### config.mk
export PLATFORM = sky130hd
export DESIGN_NAME = fan_tach_meter
export DESIGN_NICKNAME = d
export VERILOG_FILES = /design/src/rtl/fantach_pkg.sv /design/src/rtl/tach_edge_sync.sv /design/src/rtl/tick_prescaler.sv /design/src/rtl/tach_window_fsm.sv /design/src/rtl/tach_result_regs.sv /design/src/rtl/fan_tach_meter.sv
export SDC_FILE = /design/constraint.sdc
export NUM_CORES = 1
export LEC_CHECK = 0
export ABC_AREA = 1
export BUFFER_PORTS_ARGS = -buffer_cell sky130_fd_sc_hd__buf_2
export CAP_MARGIN = 20
export CORE_ASPECT_RATIO = 1.5
export CORE_MARGIN = 2
export CORE_UTILIZATION = 45
export CTS_BUF_LIST = sky130_fd_sc_hd__clkbuf_4
export DETAILED_ROUTE_END_ITERATION = 10
export SLEW_MARGIN = 20
export SYNTH_ARGS = -nofsm -noshare
export SYNTH_HDL_FRONTEND = slang
export SYNTH_HIERARCHICAL = 1
export SYNTH_SLANG_ARGS = --single-unit
export TNS_END_PERCENT = 30
### constraint.sdc
create_clock -name clk -period 2.93 [get_ports clk]
set_input_delay 0.586 -clock clk [delete_from_list [all_inputs] [get_ports clk]]
set_output_delay 0.586 -clock clk [all_outputs]
set_load 0.02 [all_outputs]
### src/rtl/fantach_pkg.sv
package fantach_pkg;
    typedef enum logic {
        ST_ARM   = 1'b0,
        ST_COUNT = 1'b1
    } meas_state_t;

    localparam int BYTE_W = 8;
endpackage

### src/rtl/tach_edge_sync.sv
module tach_edge_sync #(
    parameter int STAGES = 2
) (
    input  logic clk,
    input  logic rst_n,
    input  logic tach_in,
    output logic edge_pulse
);
    logic [STAGES-1:0] sync_q;
    logic              last_q;

    always_ff @(posedge clk) begin
        if (!rst_n) begin
            sync_q <= '0;
            last_q <= 1'b0;
        end else begin
            sync_q <= {sync_q[STAGES-2:0], tach_in};
            last_q <= sync_q[STAGES-1];
        end
    end

    // either direction of a settled level change is one edge
    assign edge_pulse = sync_q[STAGES-1] ^ last_q;
endmodule

### src/rtl/tick_prescaler.sv
module tick_prescaler #(
    parameter int CLK_DIV = 1111
) (
    input  logic clk,
    input  logic rst_n,
    output logic tick
);
    generate
        if (CLK_DIV <= 1) begin : g_pass
            assign tick = rst_n;
        end else begin : g_div
            localparam int DIV_W = $clog2(CLK_DIV);
            logic [DIV_W-1:0] div_q;

            assign tick = (div_q == DIV_W'(CLK_DIV - 1));

            always_ff @(posedge clk) begin
                if (!rst_n)    div_q <= '0;
                else if (tick) div_q <= '0;
                else           div_q <= div_q + 1'b1;
            end

            // ticks are isolated single-cycle pulses
            p_tick_spacing_r3: assert property (@(posedge clk) disable iff (!rst_n)
                tick |=> !tick);
        end
    endgenerate
endmodule

### src/rtl/tach_window_fsm.sv
module tach_window_fsm
    import fantach_pkg::*;
#(
    parameter int MEAS_EDGES    = 5,
    parameter int CNT_W         = 16,
    parameter int TIMEOUT_TICKS = 45000
) (
    input  logic             clk,
    input  logic             rst_n,
    input  logic             tick,
    input  logic             edge_pulse,
    output logic             pub_valid,
    output logic [CNT_W-1:0] pub_count,
    output logic             pub_stall
);
    localparam int EDGE_W = $clog2(MEAS_EDGES);
    localparam int IDLE_W = $clog2(TIMEOUT_TICKS);
    localparam logic [CNT_W-1:0] CNT_MAX  = '1;
    localparam logic [CNT_W-1:0] CNT_NEAR = CNT_MAX - 1'b1;

    meas_state_t       state_q, state_d;
    logic [CNT_W-1:0]  cnt_q, cnt_d;
    logic [EDGE_W-1:0] edge_n_q, edge_n_d;
    logic [IDLE_W-1:0] idle_q, idle_d;

    logic timeout, saturate, last_edge;
    logic [CNT_W-1:0] cnt_inc;

    assign timeout   = tick && !edge_pulse && (idle_q == IDLE_W'(TIMEOUT_TICKS - 1));
    assign saturate  = tick && (cnt_q == CNT_NEAR);
    assign last_edge = (edge_n_q == EDGE_W'(MEAS_EDGES - 1));
    assign cnt_inc   = tick ? cnt_q + 1'b1 : cnt_q;

    // state register
    always_ff @(posedge clk) begin
        if (!rst_n) begin
            state_q  <= ST_ARM;
            cnt_q    <= '0;
            edge_n_q <= '0;
            idle_q   <= '0;
        end else begin
            state_q  <= state_d;
            cnt_q    <= cnt_d;
            edge_n_q <= edge_n_d;
            idle_q   <= idle_d;
        end
    end

    // transitions and outputs
    always_comb begin
        state_d   = state_q;
        cnt_d     = cnt_q;
        edge_n_d  = edge_n_q;
        pub_valid = 1'b0;
        pub_count = CNT_MAX;
        pub_stall = 1'b0;

        if (edge_pulse)   idle_d = '0;
        else if (timeout) idle_d = '0;
        else if (tick)    idle_d = idle_q + 1'b1;
        else              idle_d = idle_q;

        unique case (state_q)
            ST_ARM: begin
                if (edge_pulse) begin
                    state_d  = ST_COUNT;
                    cnt_d    = '0;
                    edge_n_d = EDGE_W'(1);
                end else if (timeout) begin
                    pub_valid = 1'b1;
                    pub_stall = 1'b1;
                end
            end
            ST_COUNT: begin
                if (saturate) begin
                    pub_valid = 1'b1;
                    pub_stall = 1'b1;
                    state_d   = ST_ARM;
                    cnt_d     = '0;
                    edge_n_d  = '0;
                end else if (edge_pulse && last_edge) begin
                    pub_valid = 1'b1;
                    pub_count = cnt_inc;
                    cnt_d     = '0;
                    edge_n_d  = EDGE_W'(1);
                end else if (edge_pulse) begin
                    cnt_d    = cnt_inc;
                    edge_n_d = edge_n_q + 1'b1;
                end else if (timeout) begin
                    pub_valid = 1'b1;
                    pub_stall = 1'b1;
                    state_d   = ST_ARM;
                    cnt_d     = '0;
                    edge_n_d  = '0;
                end else begin
                    cnt_d = cnt_inc;
                end
            end
            default: state_d = ST_ARM;
        endcase
    end

    // an undisturbed tick advances the window count by one
    p_count_step_r4: assert property (@(posedge clk) disable iff (!rst_n)
        (state_q == ST_COUNT && tick && !edge_pulse && cnt_q != CNT_NEAR && !timeout)
        |=> cnt_q == CNT_W'($past(cnt_q) + 1'b1));

    // an open window always holds between one and MEAS_EDGES-1 edges
    p_edge_range_r5: assert property (@(posedge clk) disable iff (!rst_n)
        (state_q == ST_COUNT) |-> (edge_n_q != '0 && edge_n_q <= EDGE_W'(MEAS_EDGES - 1)));

    // the idle tick count never passes the timeout limit
    p_idle_range_r8: assert property (@(posedge clk) disable iff (!rst_n)
        idle_q <= IDLE_W'(TIMEOUT_TICKS - 1));
endmodule

### src/rtl/tach_result_regs.sv
module tach_result_regs
    import fantach_pkg::*;
#(
    parameter int CNT_W    = 16,
    parameter int IDX_W    = 8,
    parameter int BASE_IDX = 16
) (
    input  logic              clk,
    input  logic              rst_n,
    input  logic              pub_valid,
    input  logic [CNT_W-1:0]  pub_count,
    input  logic              pub_stall,
    input  logic [IDX_W-1:0]  rd_idx,
    output logic [BYTE_W-1:0] rd_data,
    output logic              result_strobe,
    output logic              stall
);
    localparam int NBYTES = (CNT_W + BYTE_W - 1) / BYTE_W;

    logic [CNT_W-1:0]         hold_q;
    logic [NBYTES*BYTE_W-1:0] hold_wide;

    always_ff @(posedge clk) begin
        if (!rst_n) begin
            hold_q        <= '0;
            stall         <= 1'b0;
            result_strobe <= 1'b0;
        end else begin
            result_strobe <= pub_valid;
            if (pub_valid) begin
                hold_q <= pub_count;
                stall  <= pub_stall;
            end
        end
    end

    assign hold_wide = (NBYTES*BYTE_W)'(hold_q);

    always_comb begin
        rd_data = '0;
        for (int b = 0; b < NBYTES; b++) begin
            if (rd_idx == IDX_W'(BASE_IDX + b)) rd_data = hold_wide[b*BYTE_W +: BYTE_W];
        end
    end

    // a stalled result always carries the full-scale count
    p_stall_full_r9: assert property (@(posedge clk) disable iff (!rst_n)
        stall |-> (&hold_q));

    // the held count moves only after a publication
    p_hold_publish_r10: assert property (@(posedge clk) disable iff (!rst_n)
        !$stable(hold_q) |-> $past(pub_valid));
endmodule

### src/rtl/fan_tach_meter.sv
module fan_tach_meter
    import fantach_pkg::*;
#(
    parameter int CLK_DIV       = 1111,
    parameter int MEAS_EDGES    = 5,
    parameter int CNT_W         = 16,
    parameter int TIMEOUT_TICKS = 45000,
    parameter int IDX_W         = 8,
    parameter int BASE_IDX      = 16
) (
    input  logic             clk,
    input  logic             rst_n,
    input  logic             tach_in,
    input  logic [IDX_W-1:0] rd_idx,
    output logic [7:0]       rd_data,
    output logic             result_strobe,
    output logic             stall
);
    logic             edge_pulse, tick, pub_valid, pub_stall;
    logic [CNT_W-1:0] pub_count;

    tach_edge_sync #(.STAGES(2)) u_sync (
        .clk(clk), .rst_n(rst_n), .tach_in(tach_in), .edge_pulse(edge_pulse)
    );

    tick_prescaler #(.CLK_DIV(CLK_DIV)) u_presc (
        .clk(clk), .rst_n(rst_n), .tick(tick)
    );

    tach_window_fsm #(
        .MEAS_EDGES(MEAS_EDGES), .CNT_W(CNT_W), .TIMEOUT_TICKS(TIMEOUT_TICKS)
    ) u_fsm (
        .clk(clk), .rst_n(rst_n), .tick(tick), .edge_pulse(edge_pulse),
        .pub_valid(pub_valid), .pub_count(pub_count), .pub_stall(pub_stall)
    );

    tach_result_regs #(
        .CNT_W(CNT_W), .IDX_W(IDX_W), .BASE_IDX(BASE_IDX)
    ) u_regs (
        .clk(clk), .rst_n(rst_n), .pub_valid(pub_valid), .pub_count(pub_count),
        .pub_stall(pub_stall), .rd_idx(rd_idx), .rd_data(rd_data),
        .result_strobe(result_strobe), .stall(stall)
    );
endmodule

# == After elaboration in Yosys (flattened, before gate mapping) ==
# Cells that the tools add are included.
# classes
add_sub_neg,4
n_eq_ne,8
muxes,32
bitwise_logic,3
n_reduce_logical,8
# op_table
cell,n
$mux W16,9
$add A16 B1 Y16 const B,2
$eq A16 B16 Y1 const B,2
$pmux W16 S2,1
$eq A8 B5 Y1 const B,2
$mux W8,2
$mux W3,5
$add A11 B1 Y11 const B,1
$eq A11 B11 Y1 const B,1
$mux W1,11
$pmux W1 S2,3
$pmux W3 S2,1
$ne A5 B4 Y1 const B,1
$logic_and A1 B1 Y1,4
$add A3 B1 Y3 const B,1
$eq A3 B3 Y1 const B,1
$reduce_or A3 Y1,1
$ne A2 B1 Y1 const B,1
$not A1 Y1,2
$reduce_and A2 Y1,1
$reduce_or A2 Y1,1
$logic_not A1 Y1,1
$xor A1 B1 Y1,1
# word_totals
reg_bits,68
in_bits,11
output_inout_bits,10
word_cells,65

# == Logic depth before layout (Yosys ltp) ==
# Gate-level depths: netlist of the first run.
# logic_depth
word_depth,9
ltp_mapped,17

# == Hierarchy ==
# The synthesis of the first run kept the hierarchy.
# by_module_without_submodules
module,instances,cells_each,area_each_um2,seq_area_each_um2
tach_window_fsm,1,369,2326.0,720.7
tach_result_regs,1,116,832.0,360.3
tick_prescaler,1,75,545.5,220.2
tach_edge_sync,1,14,101.3,60.1

# == Least setup slack after synthesis of the first run ==
# No wires, ideal clock.
# synth_timing
kind,reg-to-reg
start,register u_presc.g_div.div_q[0]
end,register u_regs.hold_q[9]
setup_time_ns,0.116
t_arrival_ns,2.059
path_slack_ns,0.755
path_stages_with_launch,18
period_less_slack_ns,2.175
cell_sequence,dfxtp_1 -> inv_1 -> ha_1 -> nand2_1 -> nor4_1 -> buf_4 -> nand2_1 -> nor2_1 -> nand2_1 -> nor2_1 -> nand2_1 -> o21ai_1 -> or2_2 -> buf_4 -> inv_2 -> buf_6 -> nor2_1 -> nor2_1
# synth_between
elab_chain_cells,8
# synth_rtl
element,line,source
start: declaration,tick_prescaler.sv:13,logic [DIV_W-1:0] div_q;
start signal: assignment,tick_prescaler.sv:20,else div_q <= div_q + 1'b1;
$eq A11 B11 Y1 (*),tick_prescaler.sv:15,assign tick = (div_q == DIV_W'(CLK_DIV - 1));
named net tick,fan_tach_meter.sv:19,"logic edge_pulse, tick, pub_valid, pub_stall;"
$logic_and A1 B1 Y1 (2 in series),tach_window_fsm.sv:29,assign timeout = tick && !edge_pulse && (idle_q == IDLE_W'(TIMEOUT_TICKS - 1));
$mux W1,"tach_window_fsm.sv:69, tach_window_fsm.sv:89",
$mux W1,"tach_window_fsm.sv:65, tach_window_fsm.sv:86",
$mux W1,tach_window_fsm.sv:81,end else if (edge_pulse && last_edge) begin
$mux W1,tach_window_fsm.sv:75,if (saturate) begin
$pmux W1 S2 (*),tach_window_fsm.sv:63,unique case (state_q)
named net pub_valid,fan_tach_meter.sv:19,
end signal: assignment,tach_result_regs.sv:31,hold_q <= pub_count;
end: declaration,tach_result_regs.sv:20,logic [CNT_W-1:0] hold_q;
# The timed path passes the listed nets; every way through them passes the cells marked *.
# A chain may end at the register's enable or synchronous reset.

# == Worst setup path in the final report of the first run ==
# layout_timing
start,register u_presc.g_div.div_q[0]
end,register u_regs.hold_q[15]
# Same word-level chain as after synthesis.

==> impl_results.md, run 1 <==
- Minimum clock period: 2.551 ns
- Share of the synthesized area in the top cell type: 35.78%
- Part of the power in registers: 52.0%
- Diodes inserted: 0
- Area of the mapped netlist: 0.003805 mm2
- First-pass GRT wire length: around 16,000 um
- P per Cell Area: 435.1 mW/mm2
- Detailed Place HPWL: 6903 um
- CP delay by family, top: simple AND/OR/NAND/NOR gates
- Hold_ws: 0.3314 ns
- Clock Skew: 0.01510 ns
- Comb pwr share: 4.5%
- Rows: 41
- Die area: 0.009222 mm2
- Number of enable flip-flop cells after synthesis: 0
- Top cells by count, synth: nand2_1 (146), nor2_1 (93), dfxtp_1 (68)
- Placer congestion estimate: around 0.85
- Clock power frac: 43.5%
- Total GRT Usage: 21.90%
- Worst hold start: tach_in
- Synth top area cells: dfxtp_1 (36%), nand2_1 (14%), nor2_1 (9.2%)
- Starting Density: 45.78%
- # H-tree levels: 3
- Clk buf depth: 2
- Initial antenna violation count: 0
- Slowest stage delay, CP: a little under 0.4 ns
- Vias in the first global route: 3,494
- Final hold vios: 0
- Ys async rst share: 0%
- CP Capture Type: flop
- Cells along the critical path: inv_1 -> ha_1 -> nand2_1 -> nor4_4 -> nand2_1 -> nor2_1 -> nand2_1 -> nor2_1 -> nand2_1 -> o21ai_1 -> or2_2 -> inv_2 -> nor2_1 -> nor2_1
- Synth unique cells: 34
- Syn nets: around 600
- Reg clk slew, reported paths: between 0.1 and 0.15 ns
- Status: complete, no violations
- Final period util: 87.07%
- Core area: 0.008310 mm2
- RSZ-0062 raised after global routing: no
- Relative slew slack: 52.98%
- Vias: 3,590
- Worst EP required: 3.27 ns
- DR iter-0 viols: 217
- Residual DRC count: 0
- # port buffers: 20
- Post-layout net count: 612
- Layout cell share with drive strength beyond 1: between 10% and 20%
- Top_reg_cell synth: dfxtp_1
- Critical Path Slowest Stage Cell: nor4_4
- Most frequent cell after synthesis: nand2_1
- DR pass1 iterations: 4
- Startpoint Class: flop
- Syn Area/Cell: 6.629 um2
- TNS Setup: 0 ns
- Clk Tree Root Cell: clkbuf_4
- Crit Path Max Fanout: 19
- Detailed Route WL: 9172 um
- Io pins: 21
- Clock sinks: 68
- Total CTS buffers: 9
- Setup CP Type: reg2reg
- DIE WIDTH: 79.08 um
- F_max: 0.3920 GHz
- Antenna viol nets, final: 0
- Fillers: just over 900
- Internal power: 1.390 mW
- Largest net degree at the start of global routing: 27
- Final setup viols: 0
- MaxCap Viol Count: 0
- CTS tree: done
- WP buf/inv: 2
- Psw: about 420 uW
- Seq cells post-synth: 68
- Gr ovfl total: 0
- Via density per instance: 5.085
- Syn-to-layout area delta: 9.076%
- Synth Warn #: 6
- VDD IR-drop max: about 0.26 mV
- Setup Buffers After CTS: 0
- Worst Max-Slew Pin Slew: 0.7046 ns
- Leak: 1.633 nW
- Clk_lat worst skew: 0.44 ns
- Synth area leader: dfxtp_1
- Storage cell area: around 0.0014 mm2
- Syn Inst Count: ~570
- Max Slew Vio Count: 0
- Area of the multi-input gates: 0.002103 mm2
- Hold Crit Class: in2reg
- Switching Fraction: a little under a quarter
- Reg-to-Reg Start: u_presc/g_div.div_q[0]
- Die height: roughly 120 um
- Crit path from: u_presc/g_div.div_q[0]
- Routed len/inst: 12.99 um
- WP data arrival: 2.89 ns
- Sequential share of the synthesized area: 35.78%
[logic make-up (layout without fill, tap and decap cells)]
group	after synthesis	after routing	synth area share [%]
AND/OR/NAND/NOR	337	337	39.76
buffers and inverters	81	106	9.338
flip-flops	68	68	35.78
AO/OA/AOI/OAI	65	65	9.142
XOR/XNOR	16	16	3.683
adder cells (fa/ha/maj)	7	7	2.302
[layout by cell type, fill, tap and decap left out, types with 8 or more instances in the layout]
master and n:
a21oi_1 28, buf_2 20, clkbuf_4 10, dfxtp_1 68, inv_1 62, nand2_1 146, nand2_2 8, nand3_1 49
nor2_1 93, nor2_2 9, o21ai_0 27, xnor2_1 10
[flip-flops by register name, summed over array words and instances (netlist names)]
name	cells
u_regs/hold_q	16
u_fsm/cnt_q	16
u_fsm/edge_n_q	3
u_fsm/state_q	1
u_sync/last_q	1
u_presc/g_div.div_q	11
u_fsm/idle_q	16
u_regs/stall	1
u_sync/sync_q	2
u_regs/result_strobe	1
[final timing paths]
path	endpoint	slack (ns)	cells after the start
worst max-delay path	u_regs/hold_q[15]	0.38	14
worst min-delay path	u_sync/sync_q[0]	0.33	3
worst max register to register	u_regs/hold_q[15]	0.38	14
worst min register to register	u_sync/sync_q[1]	0.42	2
[stage by stage]
stage	utilization, %	cells	area [um2]	total power [mW]	worst slack [ns]
after floorplan	-	574	3805	1.017	0.7555
after global placement	47.70	690	3964	1.042	0.4077
after detailed placement	47.70	690	3964	1.044	0.2972
after CTS	49.83	706	4141	1.823	0.2915
after global routing	49.94	706	4150	1.877	0.04485
final	49.94	706	4150	1.806	0.3789
[repair_timing]
action                                  4_1_cts  5_1_grt
gates resized for setup                       0        1
hold buffers                                  0        0
endpoints found under the setup margin        0       17
[worst register-to-register path: cells and delay by family (launching register included)]
| kind | cells | cell delay (ns) |
|---|---|---|
| and+or+nand+nor | 10 | 1.51 |
| AOI/OAI and AO/OA | 1 | 0.20 |
| buffers and inverters | 2 | 0.27 |
| DFF | 1 | 0.36 |
| adders and majority gates | 1 | 0.13 |
[power groups by stage]
stage,clock [mW],sequential [mW],combinational (mW)
after CTS,0.800,0.940,0.0834
final,0.785,0.940,0.0816
after floorplan,0,0.959,0.0575
after global placement,0,0.960,0.0818
after detailed placement,0,0.961,0.0832
after global routing,0.841,0.941,0.0940
[final cells by class]
type	instances	area share, %
timing repair buffer	23	2.954
clock buffer	10	1.809
inverter	67	6.060
tap	107	3.226
sequential	68	32.80
multi-input combinational	425	50.68
clock inverter	6	2.472
[per-layer routing]
metal,GRT usage (%),part of all wire [%]
met5,0,0
met4,14.14,4.3
met3,2.628,2.1
met2,41.19,54
met1,22.61,40
Power figures use the tool's default switching activity.
==> inputs of run 2 (changes only) <==
--- a/config.mk
+++ b/config.mk
@@ -5,7 +5,6 @@
 export SDC_FILE = /design/constraint.sdc
 export NUM_CORES = 1
 export LEC_CHECK = 0
-export ABC_AREA = 1
 export BUFFER_PORTS_ARGS = -buffer_cell sky130_fd_sc_hd__buf_2
 export CAP_MARGIN = 20
 export CORE_ASPECT_RATIO = 1.5
==> run 2 against run 1 <==
Against the previous run: cell area shrank 5.0%; total power shrank 2.4%; first-iteration DRC count decreased by 20%; clock skew rose by 0.017 ns; largest power group unchanged; highest routed layer unchanged.
==> impl_results.md, run 2 <==
- Status: complete, no violations
- Largest net degree at the start of global routing: 28 (+3.7%)
- Initial antenna violation count: 0 (unchanged)
- Hold_buf cts: 0 (unchanged)
- Gr ovfl total: 0 (unchanged)
- Die height: 112.5 um (-3.5%)
- Antenna viol nets, final: 0 (unchanged)
- CP delay by family, top: simple AND/OR/NAND/NOR gates
- Crit Path Max Fanout: 18 (-1)
- Final period util: 90.31% (+3.2 points)
- Cts repair resizes: 0 (unchanged)
- Syn nets: 416 (-30%)
- M2 GR Usage: 34.57% (-6.6 points)
- Io pins: 21 (unchanged)
- DR iter-0 viols: 173 (-20%)
- Layout cell share with drive strength beyond 1: 15.80% (+3.4 points)
- Area of the mapped netlist: 0.003531 mm2 (-7.2%)
- Rows: 39 (-4.9%)
- DIE WIDTH: 76.33 um (-3.5%)
- # port buffers: 20 (unchanged)
- Most common cell after layout, fill and taps aside: dfxtp_1
- Worst hold start: tach_in
- Setup Buffers After CTS: 0 (unchanged)
- # H-tree levels: 3 (unchanged)
- Ys async rst share: 0% (unchanged)
- Reg-to-Reg Start: u_presc/g_div.div_q[0]
- P per Cell Area: 447.1 mW/mm2 (+2.8%)
- Clock sinks: 68 (unchanged)
- Fillers: 738 (-19%)
- Residual DRC count: 0 (unchanged)
- Worst path depth: 12 (-2)
- F_max: 0.3779 GHz (-3.6%)
- Total GRT Usage: 18.48% (-3.4 points)
- Met3 usage: 3.778% (+1.2 points)
- Synth unique cells: 54 (+59%)
- Relative slew slack: 57.11% (+4.1 points)
- Detailed Route WL: 7550 um (-18%)
- DR pass1 iterations: 5 (+1)
- Final hold vios: 0 (unchanged)
- Number of enable flip-flop cells after synthesis: 0 (unchanged)
- Synth area leader: dfxtp_1
- CP Capture Type: flop
- Leak: 1.362 nW (-17%)
- Most frequent cell after synthesis: dfxtp_1
- Syn Area/Cell: 8.872 um2 (+34%)
- Worst Max-Slew Pin Slew: 0.6419 ns (-0.06273 ns)
- Most frequent cells in the layout: dfxtp_1 (68), nand2_1 (39), nor2_1 (33)
- Reg-to-reg endpoint: u_regs/hold_q[6]
- Post-layout net count: 437 (-29%)
- Die area: 0.008586 mm2 (-6.9%)
- Synth Warn #: 6 (unchanged)
- MaxCap Viol Count: 0 (unchanged)
- Clk buf depth: 2 (unchanged)
- Slowest stage delay, CP: 0.37 ns (-0.02 ns)
- Placer congestion estimate: 0.7852 (-7.5%)
- Syn-to-layout area delta: 11.62%
- Startpoint Class: flop
- Setup CP Type: reg2reg
- Reg clk slew, reported paths: 0.12 ns (about the same)
- Clk Tree Root Cell: clkbuf_4
- Vias in the first global route: 2,796 (-20%)
- GR peak layer: met2
- Share of the synthesized area in the top cell type: 38.55% (+2.8 points)
- CTS tree: done
- Starting Density: 46.38% (+0.60 points)
- Sequential share of the synthesized area: 38.55% (+2.8 points)
- WP data arrival: 2.96 ns (+0.07 ns)
- Clk_lat worst skew: 0.42 ns (-0.02 ns)
- WP buf/inv: 3 (+1)
- Seq cells post-synth: 68 (unchanged)
- WHS Path Cells: 2 (-1)
- Regs by FF count: u_fsm/cnt_q (16), u_fsm/idle_q (16), u_regs/hold_q (16)
- Top_reg_cell synth: dfxtp_1
- Reg2reg path depth: 12 (-2)
- Core area: 0.007612 mm2 (-8.4%)
- First-pass GRT wire length: 12,790 um (-19%)
- Critical Path Slowest Stage Cell: dfxtp_1
- Synth top area cells: dfxtp_1 (39%), mux2i_1 (7.4%), xnor2_1 (5.5%)
- Syn Inst Count: 398 (-31%)
- Hold Path Sink: u_sync/sync_q[0]
- Vias: 2,902 (-19%)
- Hold_ws: 0.3744 ns (+0.04296 ns)
- GR Util met1: 19.59% (-3.0 points)
- Hold Crit Class: in2reg
- Clock Skew: 0.03224 ns (+0.01715 ns)
- Max Slew Vio Count: 0 (unchanged)
- Via density per instance: 5.517 (+8.5%)
- Worst EP required: 3.24 ns (-0.03 ns)
- Pwr Total: 1.762 mW (-2.4%)
- Final setup viols: 0 (unchanged)
- Routed len/inst: 14.35 um (+10%)
- Total CTS buffers: 9 (unchanged)
- Worst R2R Setup Slack: 0.28 ns (-0.10 ns)
- VDD IR-drop max: 0.2895 mV (+13%)
- Minimum clock period: 2.646 ns (+0.09508 ns)
- Cells along the critical path: inv_1 -> ha_1 -> nand4b_1 -> nor4_2 -> buf_4 -> nand3_1 -> nor3_4 -> and2_2 -> nand2b_1 -> buf_12 -> mux2i_1 -> nor2b_1
- Diodes inserted: 0 (unchanged)
- Detailed Place HPWL: 5442 um (-21%)
- Top cells by count, synth: dfxtp_1 (68), nand2_1 (39), nor2_1 (33)
-- run 2: cell types whose count changed after synthesis, moves of 20 or more --
cell / change
nand2_1: -107
nor2_1: -60
inv_1: -52
nand3_1: -35
mux2i_1: +26
a31oi_1: +21
a21oi_1: -20
-- run 2: kinds of logic after synthesis --
family	after synthesis	synth area share, %
xor gates and xnor gates	34	8.434
adders and majority gates	7	2.480
muxes	27	7.690
buffers and inverters	30	4.146
and+or+nand+nor	177	28.49
AOI/OAI and AO/OA	55	10.21
DFF	68	38.55
-- run 2: layout make-up --
cell class                      instances  area (um2)  share of cell area (%)
Multi-Input combinational cell        300        2059                   52.25
Sequential cell                        68        1361                   34.54
Timing Repair Buffer                   30       187.7                   4.762
Tap cell                              102       127.6                   3.238
Clock inverter                          7       100.1                   2.540
Clock buffer                            9       67.56                   1.714
Inverter                               10       37.54                  0.9524
-- run 2: through the flow --
| step | area (um2) | setup TNS, ns | instances | setup WS (ns) | utilization [%] |
|---|---|---|---|---|---|
| after floorplan | 3537 | 0 | 398 | 0.1645 | - |
| after global placement | 3744 | 0 | 510 | 0.3391 | 49.18 |
| after detailed placement | 3744 | 0 | 510 | 0.2687 | 49.18 |
| after CTS | 3911 | 0 | 526 | 0.2649 | 51.38 |
| after global routing | 3941 | -0.00004774 | 526 | -0.00004774 | 51.78 |
| final | 3941 | 0 | 526 | 0.2838 | 51.78 |
-- run 2: worst max-delay path by stage --
stage	startpoint	endpoint
global route	u_presc/g_div.div_q[0]	u_regs/hold_q[3]
finish	u_presc/g_div.div_q[0]	u_regs/hold_q[6]
floorplan	u_presc/g_div.div_q[0]	u_regs/hold_q[10]
global placement	u_presc/g_div.div_q[0]	u_fsm/idle_q[4]
detailed placement	u_presc/g_div.div_q[0]	u_regs/hold_q[13]
CTS	u_presc/g_div.div_q[0]	u_regs/hold_q[13]
-- run 2: per-layer routing --
layer,share of wire (%),wire length (um)
met1,41,3110
met2,55,4118
met3,2.2,166
met4,2.1,155
met5,0,0
-- run 2: power by group --
group | leakage (nW) | total, mW | switching, mW | internal, mW
combinational | 0.722 | 0.0968 | 0.0595 | 0.0373
sequential | 0.549 | 0.947 | 0.0120 | 0.935
clock | 0.0905 | 0.719 | 0.367 | 0.352
==> inputs of run 3 (changes only) <==
--- a/config.mk
+++ b/config.mk
@@ -5,6 +5,7 @@
 export SDC_FILE = /design/constraint.sdc
 export NUM_CORES = 1
 export LEC_CHECK = 0
+export ABC_AREA = 1
 export BUFFER_PORTS_ARGS = -buffer_cell sky130_fd_sc_hd__buf_2
 export CAP_MARGIN = 20
 export CORE_ASPECT_RATIO = 1.5
@@ -12,6 +13,7 @@
 export CORE_UTILIZATION = 45
 export CTS_BUF_LIST = sky130_fd_sc_hd__clkbuf_4
 export DETAILED_ROUTE_END_ITERATION = 10
+export GPL_ROUTABILITY_DRIVEN = 0
 export SLEW_MARGIN = 20
 export SYNTH_ARGS = -nofsm -noshare
 export SYNTH_HDL_FRONTEND = slang
==> run 3 against run 2 <==
Against the previous run: cell count is 34% higher; count of clock-buffer cells in the layout up 1; setup slack gained 0.13 ns; utilization shrank 2.4 points; register-to-register slack better by 0.13 ns; combinational power decreased by 16%; total power is 8.1% lower; via count increased by 22%; sequential share of layout area shrank 1.4 points; sequential cell count unchanged; first-iteration DRC count fell by 2.3%; largest cell class unchanged.
==> impl_results.md, run 3 (synthesis results as in run 1) <==
- Status: complete, no violations
- Reg-to-Reg Start: u_presc/g_div.div_q[0]
- DR iter-0 viols: 169 (-2.3%)
- Worst R2R Setup Slack: 0.41 ns (+0.13 ns)
- DR pass1 iterations: 4 (-1)
- Slowest stage delay, CP: 0.36 ns (about the same)
- Clk buf depth: 2 (unchanged)
- Final setup viols: 0 (unchanged)
- Critical Path Slowest Stage Cell: dfxtp_1
- Vias in the first global route: 3,298 (+18%)
- First-pass GRT wire length: 14,840 um (+16%)
- Leak: 1.613 nW (+18%)
- # port buffers: 20 (unchanged)
- Residual DRC count: 0 (unchanged)
- MaxCap Viol Count: 0 (unchanged)
- Cell Area, Placed: 0.003971 mm2 (+6.1%)
- Clock sinks: 68 (unchanged)
- RSZ-0062 raised after global routing: no
- Setup Buffers After CTS: 0 (unchanged)
- Comb pwr share: 5.0% (-0.5 points)
- Diodes inserted: 0 (unchanged)
- WP data arrival: 2.84 ns (-0.12 ns)
- Most common cell after layout, fill and taps aside: nand2_1
- Rows: 41 (+5.1%)
- Initial antenna violation count: 0 (unchanged)
- Gr ovfl total: 0 (unchanged)
- Switching Fraction: 24.84% (-0.030 points)
- Most frequent cells in the layout: nand2_1 (146), nor2_1 (93), dfxtp_1 (68)
- Startpoint Class: flop
- # H-tree levels: 3 (unchanged)
- WHS Path Cells: 3 (+1)
- Hold Crit Class: in2reg
- CP delay by family, top: simple AND/OR/NAND/NOR gates
- DIE WIDTH: 79.08 um (+3.6%)
- Largest net degree at the start of global routing: 27 (-3.6%)
- Vias: 3,536 (+22%)
- Final Cell Area: 0.004104 mm2 (+4.1%)
- Worst Max-Slew Pin Slew: 0.7738 ns (+0.1319 ns)
- Starting Density: 45.78% (-0.60 points)
- Clock Skew: 0.006226 ns (-0.02602 ns)
- Clk_lat worst skew: 0.42 ns (about the same)
- Detailed Place HPWL: 6713 um (+23%)
- Syn-to-layout area delta: 7.859%
- Via density per instance: 5.001 (-9.3%)
- Total CTS buffers: 9 (unchanged)
- CTS tree: done
- CP Capture Type: flop
- Reg clk slew, reported paths: 0.11 ns (about the same)
- Final hold vios: 0 (unchanged)
- Crit Path Max Fanout: 19 (+1)
- Relative slew slack: 48.36% (-8.8 points)
- Die height: 116.6 um (+3.7%)
- Layout cell share with drive strength beyond 1: 12.50% (-3.3 points)
- Setup CP Type: reg2reg
- Core area: 0.008310 mm2 (+9.2%)
- Part of the power in registers: 58.0% (+4.3 points)
- Clk Tree Root Cell: clkbuf_4
- VDD IR-drop max: 0.3484 mV (+20%)
- Total GRT Usage: 20.70% (+2.2 points)
- F_max: 0.3972 GHz (+5.1%)
- Minimum clock period: 2.518 ns (-0.1287 ns)
- Worst EP required: 3.25 ns (about the same)
- Detailed Route WL: 8869 um (+17%)
- TNS Setup: 0 ns (unchanged)
- Post-layout net count: 613 (+40%)
- Clock power frac: 37.0% (-3.8 points)
- Die area: 0.009222 mm2 (+7.4%)
- P per Cell Area: 394.6 mW/mm2 (-12%)
- Reg2reg path depth: 15 (+3)
- Routed len/inst: 12.54 um (-13%)
- Cells along the critical path: inv_1 -> ha_1 -> nand2_1 -> nor4_2 -> buf_4 -> nand2_1 -> nor2_1 -> nand2_1 -> nor2_1 -> nand2_1 -> o21ai_1 -> or2_4 -> inv_2 -> nor2_1 -> nor2_1
- Hold Path Sink: u_sync/sync_q[0]
- Final period util: 85.92% (-4.4 points)
- Antenna viol nets, final: 0 (unchanged)
- WP buf/inv: 3 (unchanged)
- Internal power: 1.217 mW (-8.1%)
- Max Slew Vio Count: 0 (unchanged)
- Worst hold start: tach_in
- Psw: 402.3 uW (-8.2%)
- Regs by FF count: u_fsm/cnt_q (16), u_fsm/idle_q (16), u_regs/hold_q (16)
- Io pins: 21 (unchanged)
- Reg-to-reg endpoint: u_regs/hold_q[2]
run 3: how the worst max path moves through the flow:
stage | slack [ns] | endpoint | cells after the start | startpoint
2_1_floorplan | 0.76 | u_regs/hold_q[9] | 17 | u_presc/g_div.div_q[0]
3_3_place_gp | 0.42 | u_regs/stall | 15 | u_presc/g_div.div_q[0]
3_5_place_dp | 0.31 | u_regs/hold_q[2] | 15 | u_presc/g_div.div_q[0]
4_1_cts | 0.31 | u_regs/hold_q[2] | 15 | u_presc/g_div.div_q[0]
5_1_grt | 0.10 | u_regs/hold_q[15] | 15 | u_presc/g_div.div_q[0]
6_report | 0.41 | u_regs/hold_q[2] | 15 | u_presc/g_div.div_q[0]
run 3: area by class of cell:
type / instances / area [um2]
clock inverter: 6 / 55.05
timing repair buffer: 24 / 130.1
tap: 107 / 133.9
fill: 904 / 4207
clock buffer: 10 / 75.07
inverter: 67 / 251.5
multi-input combinational: 425 / 2097
sequential: 68 / 1361
run 3: through the flow:
stage          util [%]  cells  power [mW]  setup WS [ns]  hold slack [ns]
3_5_place_dp      47.79    691       1.043         0.3128           0.3953
2_1_floorplan         -    574       1.017         0.7555           0.3856
4_1_cts           49.35    707       1.645         0.3085           0.3134
3_3_place_gp      47.79    691       1.042         0.4194           0.3890
6_report          49.38    707       1.619         0.4125           0.3552
5_1_grt           49.38    707       1.696         0.1030           0.3389
run 3: layer usage:
| layer | vias to the layer above | track usage (%) | routed length (um) |
|---|---|---|---|
| li1 | 1857 | - | - |
| met1 | 1621 | 21.89 | 3636 |
| met2 | 40 | 38.76 | 4713 |
| met3 | 18 | 3.787 | 201 |
| met4 | 0 | 10.57 | 316 |
| met5 | - | 0 | 0 |
run 3: worst reg2reg max path: cells and delay by family (launching register included):
family | cells | cell delay, ns
simple gates | 10 | 1.27
buf+inv | 3 | 0.46
flops | 1 | 0.36
compound gates | 1 | 0.19
fa+ha+maj | 1 | 0.13
run 3: repair_timing:
action                                  CTS  global route
hold buffers                              0             0
gates resized for setup                   0             1
endpoints found under the setup margin    0             5
hold endpoints to repair                  0             0
run 3: power by group through the flow:
stage / sequential (mW) / combinational (mW) / clock (mW)
6_report: 0.940 / 0.0813 / 0.598
3_3_place_gp: 0.960 / 0.0814 / 0
5_1_grt: 0.942 / 0.0915 / 0.662
4_1_cts: 0.940 / 0.0826 / 0.622
3_5_place_dp: 0.961 / 0.0822 / 0
2_1_floorplan: 0.959 / 0.0575 / 0
